===== config.mk =====
export PLATFORM = sky130hd
export DESIGN_NAME = spike_golomb_compressor
export DESIGN_NICKNAME = d
export VERILOG_FILES = /design/src/rtl/sgc_pkg.sv /design/src/rtl/sgc_ctrl.sv /design/src/rtl/sgc_datapath.sv /design/src/rtl/spike_golomb_compressor.sv
export SDC_FILE = /design/constraint.sdc
export NUM_CORES = 1
export LEC_CHECK = 0
export BUFFER_PORTS_ARGS = -buffer_cell sky130_fd_sc_hd__buf_2
export CAP_MARGIN = 10
export CELL_PAD_IN_SITES_DETAIL_PLACEMENT = 2
export CELL_PAD_IN_SITES_GLOBAL_PLACEMENT = 2
export CORE_ASPECT_RATIO = 1.1
export CORE_MARGIN = 2
export CORE_UTILIZATION = 45
export CTS_CLUSTER_SIZE = 14
export DETAILED_ROUTE_END_ITERATION = 10
export PLACE_DENSITY_LB_ADDON = 0.1
export SLEW_MARGIN = 20
export SYNTH_ARGS = -nofsm -noshare
export SYNTH_HDL_FRONTEND = slang
export SYNTH_SLANG_ARGS = --single-unit

===== constraint.sdc =====
create_clock -name clk -period 17.1 [get_ports clk]
set_input_delay 5.13 -clock clk [delete_from_list [all_inputs] [get_ports clk]]
set_output_delay 5.13 -clock clk [all_outputs]
set_load 0.01 [all_outputs]

===== src/rtl/sgc_pkg.sv =====
package sgc_pkg;
  localparam int FIELD_W = 5;

  typedef struct packed {
    logic               shift;      // sample accepted this cycle
    logic               useSample;  // delayed sample is real, else taken as zero
    logic               push;       // hand one symbol to the coder
    logic               isRes;      // symbol is the latched residual
    logic [FIELD_W-1:0] fieldVal;   // run-length field value
  } strobe_t;
endpackage


===== src/rtl/sgc_ctrl.sv =====
module sgc_ctrl
  import sgc_pkg::*;
#(
  parameter int WIN_LEN = 64
) (
  input  logic    clk,
  input  logic    rst_n,
  input  logic    inValid,
  input  logic    inSpike,
  input  logic    cfgNear,
  input  logic    symReady,
  output logic    inReady,
  output strobe_t st
);
  localparam int RUN_W = 3*FIELD_W - 1;
  localparam int WC_W  = $clog2(WIN_LEN);
  localparam logic [RUN_W-1:0] SHORT_LIM = RUN_W'(1) << (2*FIELD_W - 1);

  typedef enum logic [2:0] {S_IDLE, S_F0, S_F1, S_F2, S_RES} state_t;

  state_t           state;
  logic [WC_W-1:0]  winCnt;
  logic [RUN_W-1:0] runCnt, runHold;
  logic             longHold, effNear;
  logic             accept, modeNow, startWin, inWin;

  assign accept   = (state == S_IDLE) && inValid;
  assign modeNow  = (winCnt == '0) ? cfgNear : effNear;
  assign startWin = modeNow && (winCnt == '0) && inSpike;
  assign inWin    = modeNow && (startWin || (winCnt != '0));
  assign inReady  = (state == S_IDLE);

  always_comb begin
    st.shift     = accept;
    st.useSample = !modeNow || inWin;
    st.push      = (state != S_IDLE) && symReady;
    st.isRes     = (state == S_RES);
    case (state)
      S_F0:    st.fieldVal = longHold ? {1'b1, runHold[3*FIELD_W-2:2*FIELD_W]}
                                      : {1'b0, runHold[2*FIELD_W-2:FIELD_W]};
      S_F1:    st.fieldVal = longHold ? runHold[2*FIELD_W-1:FIELD_W]
                                      : runHold[FIELD_W-1:0];
      S_F2:    st.fieldVal = runHold[FIELD_W-1:0];
      default: st.fieldVal = '0;
    endcase
  end

  always_ff @(posedge clk) begin
    if (!rst_n) begin
      state    <= S_IDLE;
      winCnt   <= '0;
      runCnt   <= '0;
      runHold  <= '0;
      longHold <= 1'b0;
      effNear  <= 1'b0;
    end else begin
      case (state)
        S_IDLE: if (accept) begin
          effNear <= modeNow;
          if (startWin) begin
            winCnt   <= WC_W'(WIN_LEN - 1);
            runHold  <= runCnt;
            longHold <= (runCnt >= SHORT_LIM);
            runCnt   <= '0;
            state    <= S_F0;
          end else if (inWin) begin
            winCnt <= winCnt - 1'b1;
            state  <= S_RES;
          end else if (modeNow) begin
            runCnt <= (runCnt == '1) ? runCnt : runCnt + 1'b1;
          end else begin
            runCnt <= '0;
            state  <= S_RES;
          end
        end
        S_F0:  if (symReady) state <= S_F1;
        S_F1:  if (symReady) state <= longHold ? S_F2 : S_RES;
        S_F2:  if (symReady) state <= S_RES;
        default: if (symReady) state <= S_IDLE;
      endcase
    end
  end

  a_r9_mode_hold: assert property (@(posedge clk) disable iff (!rst_n)
    (winCnt != '0) |=> $stable(effNear));
  a_r6_window_near: assert property (@(posedge clk) disable iff (!rst_n)
    (winCnt != '0) |-> effNear);
  a_r7_fields_after_start: assert property (@(posedge clk) disable iff (!rst_n)
    (state == S_F0) |-> (winCnt == WC_W'(WIN_LEN - 1)));
endmodule


===== src/rtl/sgc_datapath.sv =====
module sgc_datapath
  import sgc_pkg::*;
#(
  parameter int SAMPLE_W   = 9,
  parameter int HIST_DEPTH = 32,
  parameter int WORD_W     = 16,
  parameter int QMAX       = 16,
  parameter int ADAPT_LEN  = 64,
  parameter int K_INIT     = 2
) (
  input  logic                       clk,
  input  logic                       rst_n,
  input  logic signed [SAMPLE_W-1:0] inSample,
  input  strobe_t                    st,
  input  logic                       outReady,
  output logic                       symReady,
  output logic                       outValid,
  output logic [WORD_W-1:0]          outWord
);
  localparam int RES_W  = SAMPLE_W + 2;
  localparam int CODE_W = QMAX + 1 + RES_W;
  localparam int ACC_W  = WORD_W + CODE_W;
  localparam int CNT_W  = $clog2(ACC_W + 1);
  localparam int AC_W   = $clog2(ADAPT_LEN);
  localparam int ZC_W   = AC_W + 1;

  logic signed [SAMPLE_W-1:0] histLine [HIST_DEPTH];
  logic signed [SAMPLE_W-1:0] delayed, eff, h1, h2;
  logic signed [RES_W-1:0]    resid;
  logic [RES_W-1:0]           mapped, resReg, symVal, quot;
  logic [2:0]                 kReg;
  logic                       esc;
  logic [CODE_W-1:0]          code;
  logic [CNT_W-1:0]           lenVal, accCnt, shAmt;
  logic [ACC_W-1:0]           acc;
  logic [AC_W-1:0]            resCnt;
  logic [ZC_W-1:0]            zeroCnt, zeroNext;

  function automatic logic [2:0] kFromZeros(input logic [ZC_W-1:0] z);
    int zi;
    zi = int'(z);
    if (zi*4 >= 3*ADAPT_LEN)   return 3'd0;
    else if (zi*2 >= ADAPT_LEN)  return 3'd1;
    else if (zi*4 >= ADAPT_LEN)  return 3'd2;
    else if (zi*8 >= ADAPT_LEN)  return 3'd3;
    else if (zi*16 >= ADAPT_LEN) return 3'd4;
    else if (zi*32 >= ADAPT_LEN) return 3'd5;
    else if (zi >= 1)            return 3'd6;
    else                         return 3'd7;
  endfunction

  // second-order prediction on effective samples, zigzag fold
  assign delayed = histLine[HIST_DEPTH-1];
  assign eff     = st.useSample ? delayed : '0;
  assign resid   = RES_W'(eff) - (RES_W'(h1) <<< 1) + RES_W'(h2);
  assign mapped  = resid[RES_W-1] ? {~resid[RES_W-2:0], 1'b1}
                                  : {resid[RES_W-2:0], 1'b0};

  // Golomb-Rice codeword, right-aligned
  assign symVal = st.isRes ? resReg : RES_W'(st.fieldVal);
  assign quot   = symVal >> kReg;
  assign esc    = (quot > RES_W'(QMAX));
  always_comb begin
    if (esc) begin
      code   = {{(QMAX+1){1'b1}}, symVal};
      lenVal = CNT_W'(CODE_W);
    end else begin
      code   = (((CODE_W'(1) << quot) - CODE_W'(1)) << (int'(kReg) + 1))
             | (CODE_W'(symVal) & ((CODE_W'(1) << kReg) - CODE_W'(1)));
      lenVal = CNT_W'(quot) + CNT_W'(kReg) + CNT_W'(1);
    end
  end

  assign symReady = (accCnt < CNT_W'(WORD_W));
  assign outValid = (accCnt >= CNT_W'(WORD_W));
  assign outWord  = acc[ACC_W-1 -: WORD_W];
  assign shAmt    = CNT_W'(ACC_W) - accCnt - lenVal;
  assign zeroNext = zeroCnt + ZC_W'(symVal == '0);

  always_ff @(posedge clk) begin
    if (!rst_n) begin
      for (int i = 0; i < HIST_DEPTH; i++) histLine[i] <= '0;
      h1 <= '0; h2 <= '0; resReg <= '0;
    end else if (st.shift) begin
      histLine[0] <= inSample;
      for (int i = 1; i < HIST_DEPTH; i++) histLine[i] <= histLine[i-1];
      h2 <= h1;
      h1 <= eff;
      resReg <= mapped;
    end
  end

  always_ff @(posedge clk) begin
    if (!rst_n) begin
      acc <= '0; accCnt <= '0;
    end else if (st.push) begin
      acc    <= acc | (ACC_W'(code) << shAmt);
      accCnt <= accCnt + lenVal;
    end else if (outValid && outReady) begin
      acc    <= acc << WORD_W;
      accCnt <= accCnt - CNT_W'(WORD_W);
    end
  end

  always_ff @(posedge clk) begin
    if (!rst_n) begin
      kReg <= 3'(K_INIT); resCnt <= '0; zeroCnt <= '0;
    end else if (st.push && st.isRes) begin
      if (resCnt == AC_W'(ADAPT_LEN - 1)) begin
        kReg    <= kFromZeros(zeroNext);
        resCnt  <= '0;
        zeroCnt <= '0;
      end else begin
        resCnt  <= resCnt + 1'b1;
        zeroCnt <= zeroNext;
      end
    end
  end

  a_r10_hold_word: assert property (@(posedge clk) disable iff (!rst_n)
    (outValid && !outReady) |=> (outValid && $stable(outWord)));
  a_r11_push_room: assert property (@(posedge clk) disable iff (!rst_n)
    st.push |-> symReady);
  a_r5_k_changes_on_residual: assert property (@(posedge clk) disable iff (!rst_n)
    !(st.push && st.isRes) |=> $stable(kReg));
  a_r10_no_pop_on_push: assert property (@(posedge clk) disable iff (!rst_n)
    st.push |-> !outValid);
endmodule


===== src/rtl/spike_golomb_compressor.sv =====
module spike_golomb_compressor
  import sgc_pkg::*;
#(
  parameter int SAMPLE_W   = 9,
  parameter int HIST_DEPTH = 32,
  parameter int WIN_LEN    = 64,
  parameter int WORD_W     = 16,
  parameter int QMAX       = 16,
  parameter int ADAPT_LEN  = 64,
  parameter int K_INIT     = 2
) (
  input  logic                clk,
  input  logic                rst_n,
  input  logic                inValid,
  output logic                inReady,
  input  logic [SAMPLE_W-1:0] inSample,
  input  logic                inSpike,
  input  logic                cfgNearLossless,
  output logic                outValid,
  input  logic                outReady,
  output logic [WORD_W-1:0]   outWord
);
  strobe_t st;
  logic    symReady;

  sgc_ctrl #(.WIN_LEN(WIN_LEN)) u_ctrl (
    .clk(clk), .rst_n(rst_n), .inValid(inValid), .inSpike(inSpike),
    .cfgNear(cfgNearLossless), .symReady(symReady), .inReady(inReady), .st(st)
  );

  sgc_datapath #(
    .SAMPLE_W(SAMPLE_W), .HIST_DEPTH(HIST_DEPTH), .WORD_W(WORD_W),
    .QMAX(QMAX), .ADAPT_LEN(ADAPT_LEN), .K_INIT(K_INIT)
  ) u_dp (
    .clk(clk), .rst_n(rst_n), .inSample($signed(inSample)), .st(st),
    .outReady(outReady), .symReady(symReady), .outValid(outValid), .outWord(outWord)
  );
endmodule


==> impl_metrics.tcl <==
set metrics [dict create \
    postCtsSetupRepairBufs 0 \
    skew_ns 0.04801 \
    cts.clk_slew.worst_paths_ns 0.06 \
    drt_first_pass_iters 6 \
    root_buffer "clkbuf_16" \
    syn_area_per_cell_um2 9.623 \
    drt_iter0_markers 2069 \
    io_buffers 32 \
    dp_hpwl_um 64960 \
    max_cap_viol_count 0 \
    ios 33 \
    slowest_delay_ns 0.71 \
    cts_made_buffers 46 \
    r2r_start "u_ctrl.state[2]$_SDFFE_PN0P_" \
    hold_class "flop to flop" \
    grt_max_degree 179 \
    grt_pass1_wl_um 156900 \
    timing.rr.end "u_dp.acc[7]$_SDFFE_PN0P_" \
    crit_chain "buf_2 -> nand3b_1 -> nand2_1 -> fa_1 -> inv_1 -> ha_1 -> nor2b_1 -> o21ai_0 -> a21oi_1 -> o21ai_0 -> a21oi_1 -> o21ai_0 -> nand2b_1 -> a21o_1 -> a21oi_1 -> xnor2_1 -> buf_4 -> xnor2_1 -> o21ai_0 -> and2_1" \
    hold_ws_ns 0.4640 \
    synthCells 2535 \
    synth_seq_cells 422 \
    synthesis.area_um2 24390 \
    area_growth_pct 8.658 \
    setup_viol 0 \
    p_leak_nw 10.22 \
    ir_drop_v 0.0001996 \
    layout_common_cells "edfxtp_1, nand2_1, nor2_1, and3_1, a21oi_1" \
    gr-usage-all-layers_pct 37.46 \
    cp-start-kind "input pin" \
    start_util_pct 45.54 \
    antenna_found_initial 3 \
    max_slew.worst_pin.slew_ns 1.213 \
    htree_levels 2 \
    power_density_nw_per_um2 245.0 \
    ys_types 112 \
    crit_path_top_delay_cell "nand3b_1" \
    setup-tns-final_ns 0 \
    fillers 5466 \
    cpMostUsedCell "o21ai_0" \
    diodes 0 \
    register_area_um2 11330 \
    path_depth 20 \
    wl_per_cell_um 32.51 \
    required_ns 17.62 \
    grt_pass1_vias 23174 \
    drv_slew 0 \
    fin_crit_sh_pct 53.81 \
    fmax_mhz 108.7 \
    r2r_setup_slack_ns 8.03 \
    layout_commonest_cell "edfxtp_1" \
    clockBufferDepth 3 \
    synth_edf_count 288 \
    rows 89 \
    gr-total-overflow 0 \
    worstSetupEndpoint "u_dp.resReg[9]$_SDFFE_PN0P_" \
    cts_resized 0 \
    drive_gt1_share_pct 9.703 \
    place.gp.congestion 0.9499 \
    cp_num_buf_inv 3 \
    drt_wl_total_um 104700 \
    worstSetupPathType "input pin to flop" \
    finalCriticalPeriod_ns 9.201 \
    synthesis.nets 2601 \
    avgViaCountPerCell 6.736 \
    route.detailed.drc 0 \
    rsz0062_at_grt "no" \
    cts_tree "done" \
    insertion_delay_ns 0.62 \
    slew_headroom_pct 18.13 \
    antenna_left 0 \
    die_w_um 226.0 \
    async_flop_share_pct 0 \
    core_um2 53560 \
    die_area_um2 56090 \
    hold_buffers 0 \
    status "completed" \
    synthFlopType "edfxtp_1" \
    r2r_cells 25 \
    cp-startpoint "inSpike" \
    ys_warn_count 0 \
    yosysSeqAreaShare_pct 46.45 \
    via_count 21704 \
    nNetsFinal 2524 \
    worstPathArrival_ns 9.72 \
    critical-path-top-delay-family "compound AO/OA/AOI/OAI gates" \
    path_max_fanout 19 \
    die_y_um 248.2 \
    end_kind "flop" \
    multi_input_area_um2 11930 \
    hold_violations 0 \
    cts.sinks 422 \
]
## per-stage QoR
stage / instances / util (%) / setup WS [ns] / power [mW] / instance area (µm²)
5_1_grt: 3222 / 49.49 / 7.614 / 6.708 / 26510
2_1_floorplan: 2535 / - / 4.450 / 3.861 / 24390
3_3_place_gp: 3138 / 46.61 / 7.833 / 4.905 / 24970
6_report: 3222 / 49.49 / 7.899 / 6.493 / 26510
3_5_place_dp: 3138 / 46.61 / 7.543 / 5.088 / 24970
4_1_cts: 3222 / 49.47 / 7.920 / 6.352 / 26500
## Yosys cell counts, types with 32 or more instances
cell type | n | area, µm²
inv_1 | 68 | 255.2
xnor2_1 | 35 | 306.5
mux2i_1 | 32 | 320.3
ha_1 | 36 | 450.4
nand2_1 | 253 | 949.7
a21oi_1 | 159 | 795.8
dfxtp_1 | 134 | 2683
edfxtp_1 | 288 | 8648
o21ai_0 | 73 | 365.4
and2_1 | 142 | 888.4
o211ai_1 | 33 | 247.7
clkbuf_1 | 147 | 551.8
a31oi_1 | 33 | 206.5
nor2_1 | 198 | 743.2
nor3_1 | 53 | 265.3
nand3_1 | 73 | 365.4
a211oi_1 | 58 | 435.4
and3_1 | 178 | 1114
## power by group
group          switching (mW)  total, mW  leakage (nW)  internal, mW
Combinational            2.81       3.93          5.25          1.12
Clock                   0.468       1.05         0.751         0.585
Sequential              0.158       1.51          4.22          1.36
Total                    3.43       6.49          10.2          3.06
## cell type report
cell class	count	share of cell area, %
Clock buffer	60	4.730
Clock inverter	24	1.053
Inverter	76	1.076
Multi-Input combinational cell	1836	45.02
Sequential cell	422	42.75
Tap cell	728	3.436
Timing Repair Buffer	76	1.935
## registers in the layout, summed over array words and instances (netlist names)
register,flops
u_dp.acc,44
u_dp.kReg,3
u_dp.resReg,11
u_dp.zeroCnt,7
u_dp.h2,9
u_ctrl.runHold,14
u_ctrl.runCnt,14
u_dp.h1,9
u_ctrl.longHold,1
u_dp.accCnt,6
u_ctrl.effNear,1
u_ctrl.state,3
u_dp.histLine,288
u_ctrl.winCnt,6
u_dp.resCnt,6
## worst min-delay path by stage
stage,startpoint,endpoint,cells after the start
2_1_floorplan,u_dp.resReg[1]$_SDFFE_PN0P_,u_dp.resReg[1]$_SDFFE_PN0P_,2
3_3_place_gp,u_dp.h2[4]$_SDFFE_PN0P_,u_dp.h2[4]$_SDFFE_PN0P_,2
3_5_place_dp,u_dp.h2[2]$_SDFFE_PN0P_,u_dp.h2[2]$_SDFFE_PN0P_,2
4_1_cts,u_dp.resReg[1]$_SDFFE_PN0P_,u_dp.resReg[1]$_SDFFE_PN0P_,2
5_1_grt,u_dp.resReg[1]$_SDFFE_PN0P_,u_dp.resReg[1]$_SDFFE_PN0P_,2
6_report,u_dp.resReg[1]$_SDFFE_PN0P_,u_dp.resReg[1]$_SDFFE_PN0P_,2
## layer usage
layer,track usage (%),vias to the layer above,part of all wire [%]
met5,0,-,0.012
met4,21.06,2,6.1
met3,4.942,329,5.1
met2,63.62,917,49
met1,46.13,11144,40
li1,-,9312,-
## kinds of logic after synthesis
group           Yosys count  share of synthesized area, %
simple gates           1028                         21.68
compound gates          644                         18.99
flops                   422                         46.45
buf+inv                 277                         4.806
xor+xnor                 62                         2.257
mux                      51                         2.744
fa+ha+maj                51                         3.077
## worst min-delay path, delay by kind of cell, from the launching register on
family           cells  cell delay [ns]
flip-flops           1             0.31
AND/OR/NAND/NOR      1             0.05
AO/OA/AOI/OAI        1             0.05
Note: power is estimated with default switching activity, not from simulation.
